### config.mk
export PLATFORM = sky130hd
export DESIGN_NAME = vsync_field_detector
export DESIGN_NICKNAME = d
export VERILOG_FILES = /design/src/rtl/vsd_pkg.sv /design/src/rtl/vsd_pulse_timer.sv /design/src/rtl/vsd_period_learner.sv /design/src/rtl/vsd_line_phase.sv /design/src/rtl/vsd_vertical_ctrl.sv /design/src/rtl/vsync_field_detector.sv
export SDC_FILE = /design/constraint.sdc
export NUM_CORES = 1
export LEC_CHECK = 0
export BUFFER_PORTS_ARGS = -buffer_cell sky130_fd_sc_hd__buf_4
export CELL_PAD_IN_SITES_DETAIL_PLACEMENT = 0
export CELL_PAD_IN_SITES_GLOBAL_PLACEMENT = 1
export CORE_MARGIN = 2
export CORE_UTILIZATION = 40
export CTS_CLUSTER_DIAMETER = 120
export CTS_CLUSTER_SIZE = 16
export DETAILED_ROUTE_END_ITERATION = 8
export GPL_ROUTABILITY_DRIVEN = 0
export GPL_TIMING_DRIVEN = 0
export MAX_ROUTING_LAYER = met4
export PLACE_DENSITY_LB_ADDON = 0.1
export SLEW_MARGIN = 20
export SYNTH_ARGS = -nofsm -noshare
export SYNTH_HDL_FRONTEND = slang
export SYNTH_SLANG_ARGS = --single-unit
export TNS_END_PERCENT = 1
### constraint.sdc
create_clock -name clk -period 4.8 [get_ports clk]
set_input_delay 0.72 -clock clk [delete_from_list [all_inputs] [get_ports clk]]
set_output_delay 0.72 -clock clk [all_outputs]
set_load 0.03 [all_outputs]
### src/rtl/vsd_pkg.sv
`timescale 1ns/1ps
package vsd_pkg;

  typedef struct packed {
    logic fall;
    logic rise;
    logic low;
  } sync_evt_t;

  function automatic int unsigned wrap_inc(input int unsigned pos, input int unsigned per);
    return (pos + 1 >= per) ? 0 : pos + 1;
  endfunction

  function automatic bit broad_len(input int unsigned len, input int unsigned per);
    return len > (per >> 2);
  endfunction

  function automatic bit mid_phase(input int unsigned pos, input int unsigned per);
    return (pos >= (per >> 2)) && (pos < per - (per >> 2));
  endfunction

  function automatic bit close_enough(input int unsigned a, input int unsigned b,
                                      input int unsigned tol);
    return ((a > b) ? a - b : b - a) <= tol;
  endfunction

  function automatic bit short_gap(input int unsigned m, input int unsigned per);
    return m < per - (per >> 2);
  endfunction

  function automatic int unsigned vs_len(input int unsigned per);
    return 3 * per;
  endfunction

  function automatic int unsigned quiet_limit(input int unsigned per);
    return per << 2;
  endfunction

endpackage

### src/rtl/vsd_pulse_timer.sv
`timescale 1ns/1ps
module vsd_pulse_timer
  import vsd_pkg::*;
#(
  parameter int unsigned CNT_W = 12
) (
  input  logic               clk,
  input  logic               rst_n,
  input  logic               csync_n,
  output sync_evt_t          evt,
  output logic [CNT_W-1:0]   low_len,
  output logic [CNT_W-1:0]   last_gap,
  output logic               gap_ok,
  output logic [CNT_W+1:0]   quiet
);
  localparam logic [CNT_W-1:0] LMAX = '1;
  localparam logic [CNT_W+1:0] QMAX = '1;

  logic s_q, s_d;
  logic [CNT_W-1:0] gap_cnt;

  always_comb begin
    evt.fall = s_d & ~s_q;
    evt.rise = ~s_d & s_q;
    evt.low  = ~s_q;
  end

  always_ff @(posedge clk or negedge rst_n) begin
    if (!rst_n) begin
      s_q      <= 1'b1;
      s_d      <= 1'b1;
      low_len  <= '0;
      gap_cnt  <= '0;
      last_gap <= '0;
      gap_ok   <= 1'b0;
      quiet    <= '0;
    end else begin
      s_q <= csync_n;
      s_d <= s_q;
      if (evt.fall) low_len <= CNT_W'(1);
      else if (!s_q && low_len != LMAX) low_len <= low_len + 1'b1;
      if (evt.fall) begin
        last_gap <= gap_cnt;
        gap_ok   <= (gap_cnt != '0) && (gap_cnt != LMAX);
        gap_cnt  <= CNT_W'(1);
      end else if (gap_cnt != '0 && gap_cnt != LMAX) begin
        gap_cnt <= gap_cnt + 1'b1;
      end
      if (evt.fall || evt.rise) quiet <= '0;
      else if (quiet != QMAX) quiet <= quiet + 1'b1;
    end
  end

  // every rising edge closes a pulse whose low time was counted
  assert_rise_len_R2: assert property (@(posedge clk) disable iff (!rst_n)
    evt.rise |-> (low_len != '0))
    else $error("rise without counted low time");

endmodule

### src/rtl/vsd_period_learner.sv
`timescale 1ns/1ps
module vsd_period_learner
  import vsd_pkg::*;
#(
  parameter int unsigned CNT_W      = 12,
  parameter int unsigned TOL        = 4,
  parameter int unsigned MIN_PERIOD = 16
) (
  input  logic             clk,
  input  logic             rst_n,
  input  logic             rise_normal,
  input  logic [CNT_W-1:0] meas,
  input  logic             meas_ok,
  input  logic             clear,
  output logic [CNT_W-1:0] period,
  output logic             period_ok
);
  logic [CNT_W-1:0] cand;
  logic             cand_ok;
  logic             take, agree;

  always_comb begin
    take  = rise_normal && meas_ok && (32'(meas) >= MIN_PERIOD) &&
            !(period_ok && short_gap(32'(meas), 32'(period)));
    agree = cand_ok && close_enough(32'(meas), 32'(cand), TOL);
  end

  always_ff @(posedge clk or negedge rst_n) begin
    if (!rst_n) begin
      cand      <= '0;
      cand_ok   <= 1'b0;
      period    <= '0;
      period_ok <= 1'b0;
    end else if (clear) begin
      cand_ok   <= 1'b0;
      period_ok <= 1'b0;
    end else if (take) begin
      cand    <= meas;
      cand_ok <= 1'b1;
      if (agree) begin
        period    <= meas;
        period_ok <= 1'b1;
      end
    end
  end

  assert_learn_cause_R2: assert property (@(posedge clk) disable iff (!rst_n)
    $rose(period_ok) |-> $past(rise_normal))
    else $error("period learned without a narrow pulse");

  assert_period_floor_R2: assert property (@(posedge clk) disable iff (!rst_n)
    period_ok |-> (32'(period) >= MIN_PERIOD))
    else $error("learned period below floor");

endmodule

### src/rtl/vsd_line_phase.sv
`timescale 1ns/1ps
module vsd_line_phase
  import vsd_pkg::*;
#(
  parameter int unsigned CNT_W = 12
) (
  input  logic             clk,
  input  logic             rst_n,
  input  logic             fall_ev,
  input  logic             rise_normal,
  input  logic [CNT_W-1:0] low_len,
  input  logic [CNT_W-1:0] last_gap,
  input  logic             gap_ok,
  input  logic [CNT_W-1:0] period,
  input  logic             period_ok,
  output logic [CNT_W-1:0] fall_pos
);
  logic [CNT_W-1:0] line_pos, pos_next;
  logic             realign;

  always_comb begin
    pos_next = CNT_W'(wrap_inc(32'(line_pos), 32'(period)));
    realign  = rise_normal &&
               (!gap_ok || !period_ok || !short_gap(32'(last_gap), 32'(period)));
  end

  always_ff @(posedge clk or negedge rst_n) begin
    if (!rst_n) begin
      line_pos <= '0;
      fall_pos <= '0;
    end else begin
      if (realign) line_pos <= (low_len < period) ? low_len : '0;
      else         line_pos <= pos_next;
      if (fall_ev) fall_pos <= pos_next;
    end
  end

  // grid position stays inside one learned line
  assert_pos_bound_R6: assert property (@(posedge clk) disable iff (!rst_n)
    (period_ok && $past(period_ok) && $stable(period)) |=> (line_pos < period))
    else $error("line position outside learned period");

endmodule

### src/rtl/vsd_vertical_ctrl.sv
`timescale 1ns/1ps
module vsd_vertical_ctrl
  import vsd_pkg::*;
#(
  parameter int unsigned CNT_W = 12
) (
  input  logic             clk,
  input  logic             rst_n,
  input  sync_evt_t        evt,
  input  logic [CNT_W-1:0] low_len,
  input  logic [CNT_W+1:0] quiet,
  input  logic [CNT_W-1:0] period,
  input  logic             period_ok,
  input  logic [CNT_W-1:0] fall_pos,
  output logic             rise_normal,
  output logic             timeout,
  output logic             vsync_n,
  output logic             field_odd,
  output logic             interlaced,
  output logic             locked
);
  logic             pulse_broad, armed, have_prev, prev_mid, seen;
  logic [CNT_W+1:0] vs_cnt;
  logic             broad_now, trig, phase_mid, ilace_next;

  always_comb begin
    broad_now   = evt.low && !evt.fall && period_ok && !pulse_broad &&
                  broad_len(32'(low_len), 32'(period));
    trig        = broad_now && armed;
    rise_normal = evt.rise && !pulse_broad;
    timeout     = period_ok && (32'(quiet) >= quiet_limit(32'(period)));
    phase_mid   = mid_phase(32'(fall_pos), 32'(period));
    ilace_next  = have_prev ? (phase_mid != prev_mid) : interlaced;
  end

  always_ff @(posedge clk or negedge rst_n) begin
    if (!rst_n) begin
      pulse_broad <= 1'b0;
      armed       <= 1'b1;
      have_prev   <= 1'b0;
      prev_mid    <= 1'b0;
      seen        <= 1'b0;
      vs_cnt      <= '0;
      vsync_n     <= 1'b1;
      field_odd   <= 1'b1;
      interlaced  <= 1'b0;
      locked      <= 1'b0;
    end else if (timeout) begin
      pulse_broad <= 1'b0;
      armed       <= 1'b1;
      have_prev   <= 1'b0;
      prev_mid    <= 1'b0;
      seen        <= 1'b0;
      vs_cnt      <= '0;
      vsync_n     <= 1'b1;
      field_odd   <= 1'b1;
      interlaced  <= 1'b0;
      locked      <= 1'b0;
    end else begin
      if (evt.fall)      pulse_broad <= 1'b0;
      else if (broad_now) pulse_broad <= 1'b1;

      if (trig)                        armed <= 1'b0;
      else if (rise_normal && vsync_n) armed <= 1'b1;

      if (trig) begin
        vsync_n    <= 1'b0;
        vs_cnt     <= (CNT_W+2)'(vs_len(32'(period)) - 1);
        interlaced <= ilace_next;
        field_odd  <= ilace_next ? !phase_mid : 1'b1;
        prev_mid   <= phase_mid;
        have_prev  <= 1'b1;
        seen       <= 1'b1;
        locked     <= locked | seen;
      end else if (!vsync_n) begin
        if (vs_cnt == '0) vsync_n <= 1'b1;
        else              vs_cnt  <= vs_cnt - 1'b1;
      end
    end
  end

  assert_vs_in_broad_R3: assert property (@(posedge clk) disable iff (!rst_n)
    $fell(vsync_n) |-> $past(evt.low))
    else $error("vertical sync started outside a sync pulse");

  assert_field_edge_R8: assert property (@(posedge clk) disable iff (!rst_n)
    !$stable(field_odd) |-> ($fell(vsync_n) || $past(timeout)))
    else $error("field flag moved away from vertical sync");

  assert_prog_field_R8: assert property (@(posedge clk) disable iff (!rst_n)
    !interlaced |-> field_odd)
    else $error("progressive source with low field flag");

  assert_lock_rise_R9: assert property (@(posedge clk) disable iff (!rst_n)
    $rose(locked) |-> $fell(vsync_n))
    else $error("lock rose away from vertical sync");

  assert_lock_learn_R9: assert property (@(posedge clk) disable iff (!rst_n)
    locked |-> period_ok)
    else $error("locked without a learned period");

  assert_quiet_clear_R10: assert property (@(posedge clk) disable iff (!rst_n)
    $past(timeout) |-> (!locked && vsync_n && !interlaced && field_odd))
    else $error("timeout did not clear outputs");

endmodule

### src/rtl/vsync_field_detector.sv
`timescale 1ns/1ps
module vsync_field_detector
  import vsd_pkg::*;
#(
  parameter int unsigned CNT_W      = 12,
  parameter int unsigned TOL        = 4,
  parameter int unsigned MIN_PERIOD = 16
) (
  input  logic clk,
  input  logic rst_n,
  input  logic csync_n,
  output logic vsync_n,
  output logic field_odd,
  output logic interlaced,
  output logic locked
);
  sync_evt_t        evt;
  logic [CNT_W-1:0] low_len, last_gap, period, fall_pos;
  logic [CNT_W+1:0] quiet;
  logic             gap_ok, period_ok, rise_normal, timeout;

  vsd_pulse_timer #(.CNT_W(CNT_W)) timer_i (
    .clk(clk), .rst_n(rst_n), .csync_n(csync_n), .evt(evt),
    .low_len(low_len), .last_gap(last_gap), .gap_ok(gap_ok), .quiet(quiet)
  );

  vsd_period_learner #(.CNT_W(CNT_W), .TOL(TOL), .MIN_PERIOD(MIN_PERIOD)) learner_i (
    .clk(clk), .rst_n(rst_n), .rise_normal(rise_normal), .meas(last_gap),
    .meas_ok(gap_ok), .clear(timeout), .period(period), .period_ok(period_ok)
  );

  vsd_line_phase #(.CNT_W(CNT_W)) phase_i (
    .clk(clk), .rst_n(rst_n), .fall_ev(evt.fall), .rise_normal(rise_normal),
    .low_len(low_len), .last_gap(last_gap), .gap_ok(gap_ok), .period(period),
    .period_ok(period_ok), .fall_pos(fall_pos)
  );

  vsd_vertical_ctrl #(.CNT_W(CNT_W)) ctrl_i (
    .clk(clk), .rst_n(rst_n), .evt(evt), .low_len(low_len), .quiet(quiet),
    .period(period), .period_ok(period_ok), .fall_pos(fall_pos),
    .rise_normal(rise_normal), .timeout(timeout), .vsync_n(vsync_n),
    .field_odd(field_odd), .interlaced(interlaced), .locked(locked)
  );

endmodule

Word-level counts from Yosys, hierarchy flattened
Index checks and enable logic that the tools add are counted.
{ "op_classes": {"n_lt_le_gt_ge": 10, "n_addsub": 9, "eq_ne": 6, "bitwise_logic": 6, "mux": 41, "reduce_logical": 42, "multipliers": 1} }
{ "ops": {"columns": ["operator", "n"], "rows": [
  ["$mux W12", 7],
  ["$mux W14", 6],
  ["$lt A12 B32 Y1", 2],
  ["$le A32 B3 Y1 const B", 1],
  ["$mux W32", 1],
  ["$sub A14 B1 Y14 const B", 2],
  ["$mux W1", 27],
  ["$sub A12 B12 Y13", 2],
  ["$add A12 B1 Y12 const B", 2],
  ["$ne A12 B12 Y1 const B", 2],
  ["$logic_and A1 B1 Y1", 17],
  ["$add A14 B1 Y14 const B", 1],
  ["$ge A14 B14 Y1", 1],
  ["$logic_not A14 Y1", 1],
  ["$mul A2 B12 Y14 const A", 1],
  ["$ne A14 B14 Y1 const B", 1],
  ["$add A12 B1 Y13 const B", 1],
  ["$ge A13 B12 Y1", 1],
  ["$sub A12 B10 Y13", 1],
  ["$ge A12 B10 Y1", 1],
  ["$ge A12 B5 Y1 const B", 1],
  ["$gt A12 B10 Y1", 1],
  ["$gt A12 B12 Y1", 1],
  ["$lt A12 B12 Y1", 1],
  ["other kinds (13)", 33]
]} }
{ "word_totals": {"elab_cells": 137, "ff_bits": 125, "input_bits": 3, "output_inout_bits": 4} }

Longest topological paths before layout
Gate-level depths: netlist (run 1).
{ "depth": {"depth_word": 10, "depth_mapped": 19, "depth_no_buf": 18} }

By module
From an unflattened synthesis (run 1), not the netlist that was laid out.
{ "unflattened": {"hier_cells": 1358, "area_unflattened_um2": 11822.6} }
{ "modules_own_cells": {"columns": ["mod", "area_each_um2", "seq_area_each_um2", "instances", "cells_per_inst"], "rows": [
  ["vsd_period_learner", 3409.5, 650.6, 1, 428],
  ["vsd_vertical_ctrl", 3283.1, 554.3, 1, 391],
  ["vsd_pulse_timer", 2696.3, 1328.8, 1, 257],
  ["vsd_line_phase", 2433.6, 600.6, 1, 282]
]} }

Least setup slack after synthesis (run 1)
Ideal clock, no wire load.
{ "synth_path": {"path_type": "register to register", "start": "register learner_i.period[0]", "end": "register phase_i.line_pos[10]", "setup_time_ns": 0.066, "n_path_buf": 1, "arrival_time_ns": 4.102, "path_slack_ns": 0.631, "stages_incl_launch_ff": 20, "required_ns": 4.734, "synth_period_minus_slack_ns": 4.169, "path_cell_list": "dfrtp_1 > inv_1 > ha_1 > fa_1 > nor2b_1 > o31a_1 > o21a_1 > nor2_1 > o21bai_1 > a21oi_1 > xor2_1 > ha_1 > o21a_1 > a21oi_1 > maj3_1 > o211a_1 > a311o_1 > a211oi_1 > clkbuf_1 > a22o_1"} }
{ "synth_between": {"elab_chain_cells": 6, "elab_cells_between_ends": 10, "classes_between": "add/sub: 1; order compare: 3; mux: 3; reduce/logical: 3"} }
{ "synth_lines": {"columns": ["element", "line", "source"], "rows": [
  ["from (decl)", "vsd_period_learner.sv:15", "output logic [CNT_W-1:0] period,"],
  ["from (signal assigned)", "vsd_period_learner.sv:41", "period <= meas;"],
  ["$sub A12 B10 Y13", "vsd_pkg.sv:28", "return m < per - (per >> 2);"],
  ["$lt A12 B32 Y1", "vsd_pkg.sv:28", null],
  ["$logic_not A1 Y1", "vsd_line_phase.sv:24", "(!gap_ok || !period_ok || !short_gap(32'(last_gap), 32'(period)));"],
  ["$logic_or A1 B1 Y1", "vsd_line_phase.sv:24", null],
  ["$logic_and A1 B1 Y1", "vsd_line_phase.sv:23", "realign = rise_normal &&"],
  ["$mux W12 *", "vsd_line_phase.sv:32", "if (realign) line_pos <= (low_len < period) ? low_len : '0;"],
  ["to (signal assigned)", "vsd_line_phase.sv:32", null],
  ["to (signal assigned)", "vsd_line_phase.sv:33", "else line_pos <= pos_next;"],
  ["to (decl)", "vsd_line_phase.sv:18", "logic [CNT_W-1:0] line_pos, pos_next;"]
]} }
Mark *: on every way between the ends. The rest lies on a longest branch, timed or not.
A chain may end at the register's enable or synchronous reset.

Worst setup path after layout (run 1)
{ "layout_path": {"start": "register learner_i.period[0]", "end": "register phase_i.line_pos[6]"} }
Same word-level chain as after synthesis.

==> flow_summary.yaml, run 1 <==
setup_path:
  cp-startpoint: "learner_i.period[0]$_DFFE_PN0P_"
  rr_startpoint: "learner_i.period[0]$_DFFE_PN0P_"
  critPathLaunchType: "flop"
  crit_fanout: 10
  cp-end-kind: "flop"
  worstPathArrival_ns: 4.93
  crit_required_ns: 5.16
  path_class: "reg -> reg"
place:
  place_area_mm2: 0.0101
  dp_hpwl_um: 19200
  dpl_worst_slack_ns: -0.260
  portBuffers: 6
floorplanning:
  dieArea_mm2: 0.0254
  io_pins: 7
  rows: 56
  core_region_area_mm2: 0.0235
  die_h_um: 159
  start_util_pct: 40.9
  die_w_um: 159
cells_and_area:
  final_common_cell: "ha_1"
  areaGrowthSynthToFinish_pct: 12.3
  final_area_mm2: 0.0108
  layout-drive-gt1-share_pct: 7.05
  num_antenna_cells: 0
  most-common-layout-cells: "ha_1, dfrtp_1, nor2_1"
  nets: 1254
logic_synthesis:
  yosysTopAreaCellShare_pct: 31.1
  synth_cells: 1074
  ys_ff_latch: 125
  synth_ff_type: "dfrtp_1"
  synthArstFlopShare_pct: 100
  synth_area_leader_cell: "dfrtp_1"
  synthDistinctLibCells: 72
  synthTopCellsByArea: "dfrtp_1, ha_1, o21ai_0, xnor2_1, inv_1"
  syn_area_per_cell_um2: 8.98
  synth_edf_count: 0
  ys_seq_area_share_pct: 32.5
  synth_area_mm2: 0.00964
  yosysWarnings: 0
  syn-num-nets: 1220
sta:
  maxSlewViolCount: 0
  min_period_ns: 4.57
  setup_violations: 0
  worst_slack_ns: 0.232
  setup_tns_ns: 0
  rsz0062_at_grt: "true"
  worst_pin_slew_ns: 1.08
  timing_hold_violations_final: 0
  fmax_mhz: 219
  finalCritPeriodShare_pct: 95.2
  clock_skew_ns: 0.0115
  max_slew_margin_pct: 27.8
clock_network:
  clk_pin_slew_ns: 0.06
  clk_latency_ns: 0.43
  cts_max_path_buffers: 2
  cts.root.buffer_cell: "clkbuf_16"
  numCtsBuffers: 17
  cts_sinks: 125
  htree_levels: 4
  cts_tree: "yes"
detailed_routing:
  drt_wl_total_um: 25700
  drc: 0
  wire_per_inst_um: 17.8
  antenna_left: 0
  viasPerCell: 5.34
  vias: 7693
  firstDrtPassIters: 5
  drtIter0Drc: 412
pwr:
  finalPower_w: 0.00416
  power.leakage_nw: 4.97
  power.density_mw_per_mm2: 384
  ir_drop_uv: 276
global_routing:
  grt_pass1_vias: 7600
  antenna_found_initial: 0
  grt_start_max_net_pins: 76
  grt_pass1_wl_um: 41800
  track_usage_pct: 21.6
  overflow: 0
run_status:
  status: "complete, no violations"
run:
  cap_violations: 0
hold_path:
  hold_class: "in -> async"
[worst paths after layout]
check                                                 to  slack (ns)  cells past startpoint
setup / recovery           phase_i.line_pos[6]$_DFF_PN0_        0.23                     18
hold / removal             phase_i.line_pos[9]$_DFF_PN0_        0.21                      1
setup reg to reg           phase_i.line_pos[6]$_DFF_PN0_        0.23                     18
hold reg to reg                    timer_i.s_d$_DFF_PN1_        0.42                      0
max in group asynchronous       ctrl_i.vsync_n$_DFF_PN1_        3.82                      2
min in group clk                   timer_i.s_q$_DFF_PN1_        0.40                      1
[cell families after synthesis]
kind of cell	Yosys count	share of synthesized area, %
flip-flops	125	32.5
AND/OR/NAND/NOR	330	16.8
XOR/XNOR	75	6.81
adder cells (fa/ha/maj)	144	18.8
buffers and inverters	116	4.61
multiplexers	23	2.44
AO/OA/AOI/OAI	261	18.0
[layout make-up]
| cell class | instances | area (µm²) |
|---|---|---|
| flip-flops and latches | 125 | 3140 |
| multi-input cells | 833 | 6070 |
| clock buffers | 19 | 433 |
| inverters | 91 | 353 |
| clock inverters | 13 | 189 |
| well taps | 319 | 399 |
| repair buffers | 15 | 140 |
| fillers | 2371 | 12700 |
| plain buffers | 25 | 108 |
[per-layer routing]
| layer | share of wire (%) | vias to the layer above | track usage (%) |
|---|---|---|---|
| li1 | - | 3916 | - |
| met1 | 49 | 3665 | 28.6 |
| met2 | 46 | 82 | 33.8 |
| met3 | 2.8 | 30 | 3.54 |
| met4 | 1.8 | 0 | 6.69 |
| met5 | 0 | - | - |
[power breakdown]
group	switching (W)	internal, W
registers	0.0000962	0.00113
logic	0.000897	0.000646
clock network	0.000523	0.000872
total	0.00152	0.00265
[metrics by stage]
stage	util [%]	hold WS (ns)	std cells
2_1_floorplan	-	0.369	1074
3_3_place_gp	42.8	0.412	1399
3_5_place_dp	43.0	0.409	1400
4_1_cts	45.7	0.218	1433
5_1_grt	46.0	0.243	1440
6_report	46.0	0.213	1440
[state kept, by name (all words and copies together) (netlist names), 12 cells and up]
signal / flops
phase_i.line_pos: 12
ctrl_i.vs_cnt: 14
learner_i.cand: 12
learner_i.period: 12
phase_i.fall_pos: 12
timer_i.quiet: 14
timer_i.low_len: 12
timer_i.gap_cnt: 12
timer_i.last_gap: 12
[critical path: stages, from the launching register on]
cell,delay (ns)
dfrtp_2,0.48
inv_1,0.12
ha_1,0.24
fa_1,0.40
nor2b_1,0.17
o31a_1,0.20
o21a_1,0.13
nor2_1,0.06
xnor2_1,0.19
ha_1,0.33
nand3_1,0.08
o21ai_0,0.19
a21oi_1,0.11
maj3_1,0.35
o211a_1,0.31
a311o_1,0.46
a211oi_2,0.24
clkbuf_4,0.26
a22o_1,0.16
[cell usage after synthesis, types with 4 or more instances]
| master | count |
|---|---|
| a21o_1 | 25 |
| dfstp_2 | 5 |
| and2_1 | 7 |
| ha_1 | 141 |
| o211ai_1 | 6 |
| a311oi_1 | 4 |
| o21a_1 | 15 |
| o21bai_1 | 9 |
| mux2i_1 | 19 |
| and3_1 | 9 |
| nor2_1 | 90 |
| nand2b_1 | 16 |
| nand2_1 | 82 |
| nor4_1 | 6 |
| and4_1 | 4 |
| a211oi_1 | 23 |
| a21oi_1 | 48 |
| mux2_2 | 4 |
| xnor2_1 | 40 |
| nand3_1 | 33 |
| clkbuf_1 | 23 |
| xor2_1 | 35 |
| nand4_1 | 19 |
| dfrtp_1 | 120 |
| o22ai_1 | 4 |
| nor3_1 | 28 |
| inv_1 | 91 |
| or3_1 | 12 |
| nor2b_1 | 10 |
| a31oi_1 | 9 |
| a22o_1 | 11 |
| o21ai_0 | 76 |
[what timing repair did]
action,CTS,global route
setup buffers,1,7
endpoints found under the setup margin,10,34
hold endpoints to repair,0,0
gates resized for setup,3,7
pin swaps,0,1
hold buffers,0,0
(Power assumes the default switching activity.)
==> inputs of run 2 (changes only) <==
--- a/config.mk
+++ b/config.mk
@@ -10,6 +10,7 @@
 export CELL_PAD_IN_SITES_GLOBAL_PLACEMENT = 1
 export CORE_MARGIN = 2
 export CORE_UTILIZATION = 40
+export CTS_BUF_LIST = sky130_fd_sc_hd__clkbuf_8
 export CTS_CLUSTER_DIAMETER = 120
 export CTS_CLUSTER_SIZE = 16
 export DETAILED_ROUTE_END_ITERATION = 8
@@ -17,7 +18,6 @@
 export GPL_TIMING_DRIVEN = 0
 export MAX_ROUTING_LAYER = met4
 export PLACE_DENSITY_LB_ADDON = 0.1
-export SLEW_MARGIN = 20
 export SYNTH_ARGS = -nofsm -noshare
 export SYNTH_HDL_FRONTEND = slang
 export SYNTH_SLANG_ARGS = --single-unit
==> run 2 against run 1 <==
  * Sequential power barely moved
  * Wire length fell by 1.1%
  * Cell area fell by 1.7%
  * Utilization fell by 0.80 points
  * Critical path type unchanged
  * Clock-buffer cell count fell by 2
  * Register-to-register slack improved by 0.03 ns
  * Clock skew rose by 0.0059 ns
  * Critical endpoint unchanged
  * Setup slack improved by 0.035 ns
  * Global-route usage fell by 0.19 points
  * Die area did not move
==> flow_summary.yaml, run 2 (same netlist as run 1, synthesis figures left out) <==
sta:
  fmax_mhz: 221
  rsz0062_at_grt: "false"
  holdWs_ns: 0.216
  maxSlewViolCount: 0
  clock_skew_ns: 0.0175
  setup_tns_ns: 0
  timing_hold_violations_final: 0
  max_slew_margin_pct: 28.1
  finalCritPeriodShare_pct: 94.5
  worst_pin_slew_ns: 1.07
  setup_violations: 0
  min_period_ns: 4.53
setup_path:
  r2r_setup_slack_ns: 0.27
  path_class: "reg -> reg"
  r2r_cells: 19
  crit_required_ns: 5.20
  worstPathArrival_ns: 4.93
  cp-end-kind: "flop"
  crit_fanout: 10
  critPathLaunchType: "flop"
  r2r-end: "phase_i.line_pos[6]$_DFF_PN0_"
  rr_startpoint: "learner_i.period[0]$_DFFE_PN0P_"
detailed_routing:
  drtIter0Drc: 410
  wl_met1_um: 12500
  viasPerCell: 5.30
  wl_met3_um: 650
  firstDrtPassIters: 6
  maxUsedRoutingLayer: "met4"
  drc: 0
  drt_wl_total_um: 25400
  antenna_left: 0
  vias: 7615
  wire_per_inst_um: 17.7
  wl_met2_um: 11800
clock_network:
  hold_buffers: 0
  cts.root.buffer_cell: "clkbuf_8"
  clk_latency_ns: 0.46
  cts_tree: "yes"
  cts_max_path_buffers: 2
  numCtsBuffers: 17
  htree_levels: 4
  cts_sinks: 125
  clk_pin_slew_ns: 0.08
floorplanning:
  die_w_um: 159
  die_h_um: 159
  dieArea_mm2: 0.0254
  rows: 56
  io_pins: 7
  core_region_area_mm2: 0.0235
  start_util_pct: 40.9
run:
  cap_violations: 0
place:
  dp_hpwl_um: 19200
  dp.cells: 1400
  portBuffers: 6
pwr:
  ir_drop_uv: 246
  power.leakage_nw: 4.90
  power.density_mw_per_mm2: 362
cells_and_area:
  top_regs: "ctrl_i.vs_cnt x14, timer_i.quiet x14"
  fin_util_pct: 45.2
  nets: 1252
  regArea_mm2: 0.00314
  fillers: 2390
  areaGrowthSynthToFinish_pct: 10.3
  final_common_cell: "ha_1"
  num_antenna_cells: 0
  layout-drive-gt1-share_pct: 7.07
  final_cells: 1437
  multiInputGateArea_mm2: 0.00607
  most-common-layout-cells: "ha_1, dfrtp_1, nor2_1"
global_routing:
  grt_pass1_wl_um: 41600
  grt_start_max_net_pins: 75
  antenna_found_initial: 0
  overflow: 0
  track_usage_pct: 21.4
  grt_pass1_vias: 7585
hold_path:
  hold_class: "in -> async"
run_status:
  status: "complete, no violations"
[run 2: cell types whose count changed in the layout (fill, tap and decap cells not counted), moves of 2 or more]
cell and delta:
clkinvlp_4 -2, clkbuf_8 +17, clkinv_4 +2, clkbuf_1 -3, clkbuf_16 -17
[run 2: per-stage QoR]
step | setup slack (ns) | instance area [µm²] | total power [W]
floorplan | 0.631 | 9640 | 0.00240
global placement | -0.253 | 10100 | 0.00277
detailed placement | -0.244 | 10100 | 0.00277
CTS | 0.0242 | 10600 | 0.00387
global route | 0.00937 | 10600 | 0.00410
finish | 0.266 | 10600 | 0.00385
[run 2: routing by layer]
metal  vias up  global-route usage, %
met4         0                   5.95
met3        19                   3.20
met1      3636                   28.6
met5         -                      -
li1       3894                      -
met2        66                   33.7
[run 2: how the worst max path moves through the flow]
stage | from | endpoint | slack [ns] | cells past startpoint
after floorplan | learner_i.period[0]$_DFFE_PN0P_ | phase_i.line_pos[10]$_DFF_PN0_ | 0.63 | 19
after CTS | learner_i.period[4]$_DFFE_PN0P_ | phase_i.line_pos[6]$_DFF_PN0_ | 0.02 | 19
after global routing | learner_i.period[0]$_DFFE_PN0P_ | learner_i.period[10]$_DFFE_PN0P_ | 0.009 | 19
final | learner_i.period[0]$_DFFE_PN0P_ | phase_i.line_pos[6]$_DFF_PN0_ | 0.27 | 19
after detailed placement | learner_i.period[3]$_DFFE_PN0P_ | phase_i.line_pos[6]$_DFF_PN0_ | -0.24 | 19
after global placement | learner_i.period[3]$_DFFE_PN0P_ | phase_i.line_pos[9]$_DFF_PN0_ | -0.25 | 19
[run 2: what timing repair did]
item | in CTS | in global routing
pin swaps | 0 | 2
buffers inserted | 1 | 5
cloned | 0 | 0
endpoints found under the setup margin | 10 | 33
gates resized for setup | 3 | 10
[run 2: area by class of cell]
class / count / share of cell area [%]
sequential: 125 / 29.5
tap: 319 / 3.75
timing repair buffer: 13 / 1.14
inverter: 91 / 3.32
clock inverter: 14 / 2.05
multi-input combinational: 833 / 57.0
clock buffer: 17 / 2.20
buffer: 25 / 1.02
[run 2: power breakdown]
group | switching, W | total (W) | internal (W)
combinational | 0.000892 | 0.00154 | 0.000645
sequential | 0.0000946 | 0.00122 | 0.00113
clock | 0.000473 | 0.00109 | 0.000616
total | 0.00146 | 0.00385 | 0.00239
[run 2: worst max-delay path, cell delays in order, from the launching register on]
cell,delay [ns]
dfrtp_2,0.49
inv_1,0.12
ha_1,0.25
fa_1,0.40
nor2b_1,0.18
o31a_1,0.21
o21a_1,0.13
nor2_1,0.06
o21bai_1,0.13
a21oi_1,0.09
xor2_1,0.19
ha_1,0.30
o21a_1,0.11
a21oi_1,0.08
maj3_1,0.35
o211a_1,0.30
a311o_1,0.42
a211oi_2,0.27
buf_4,0.23
a22o_1,0.16
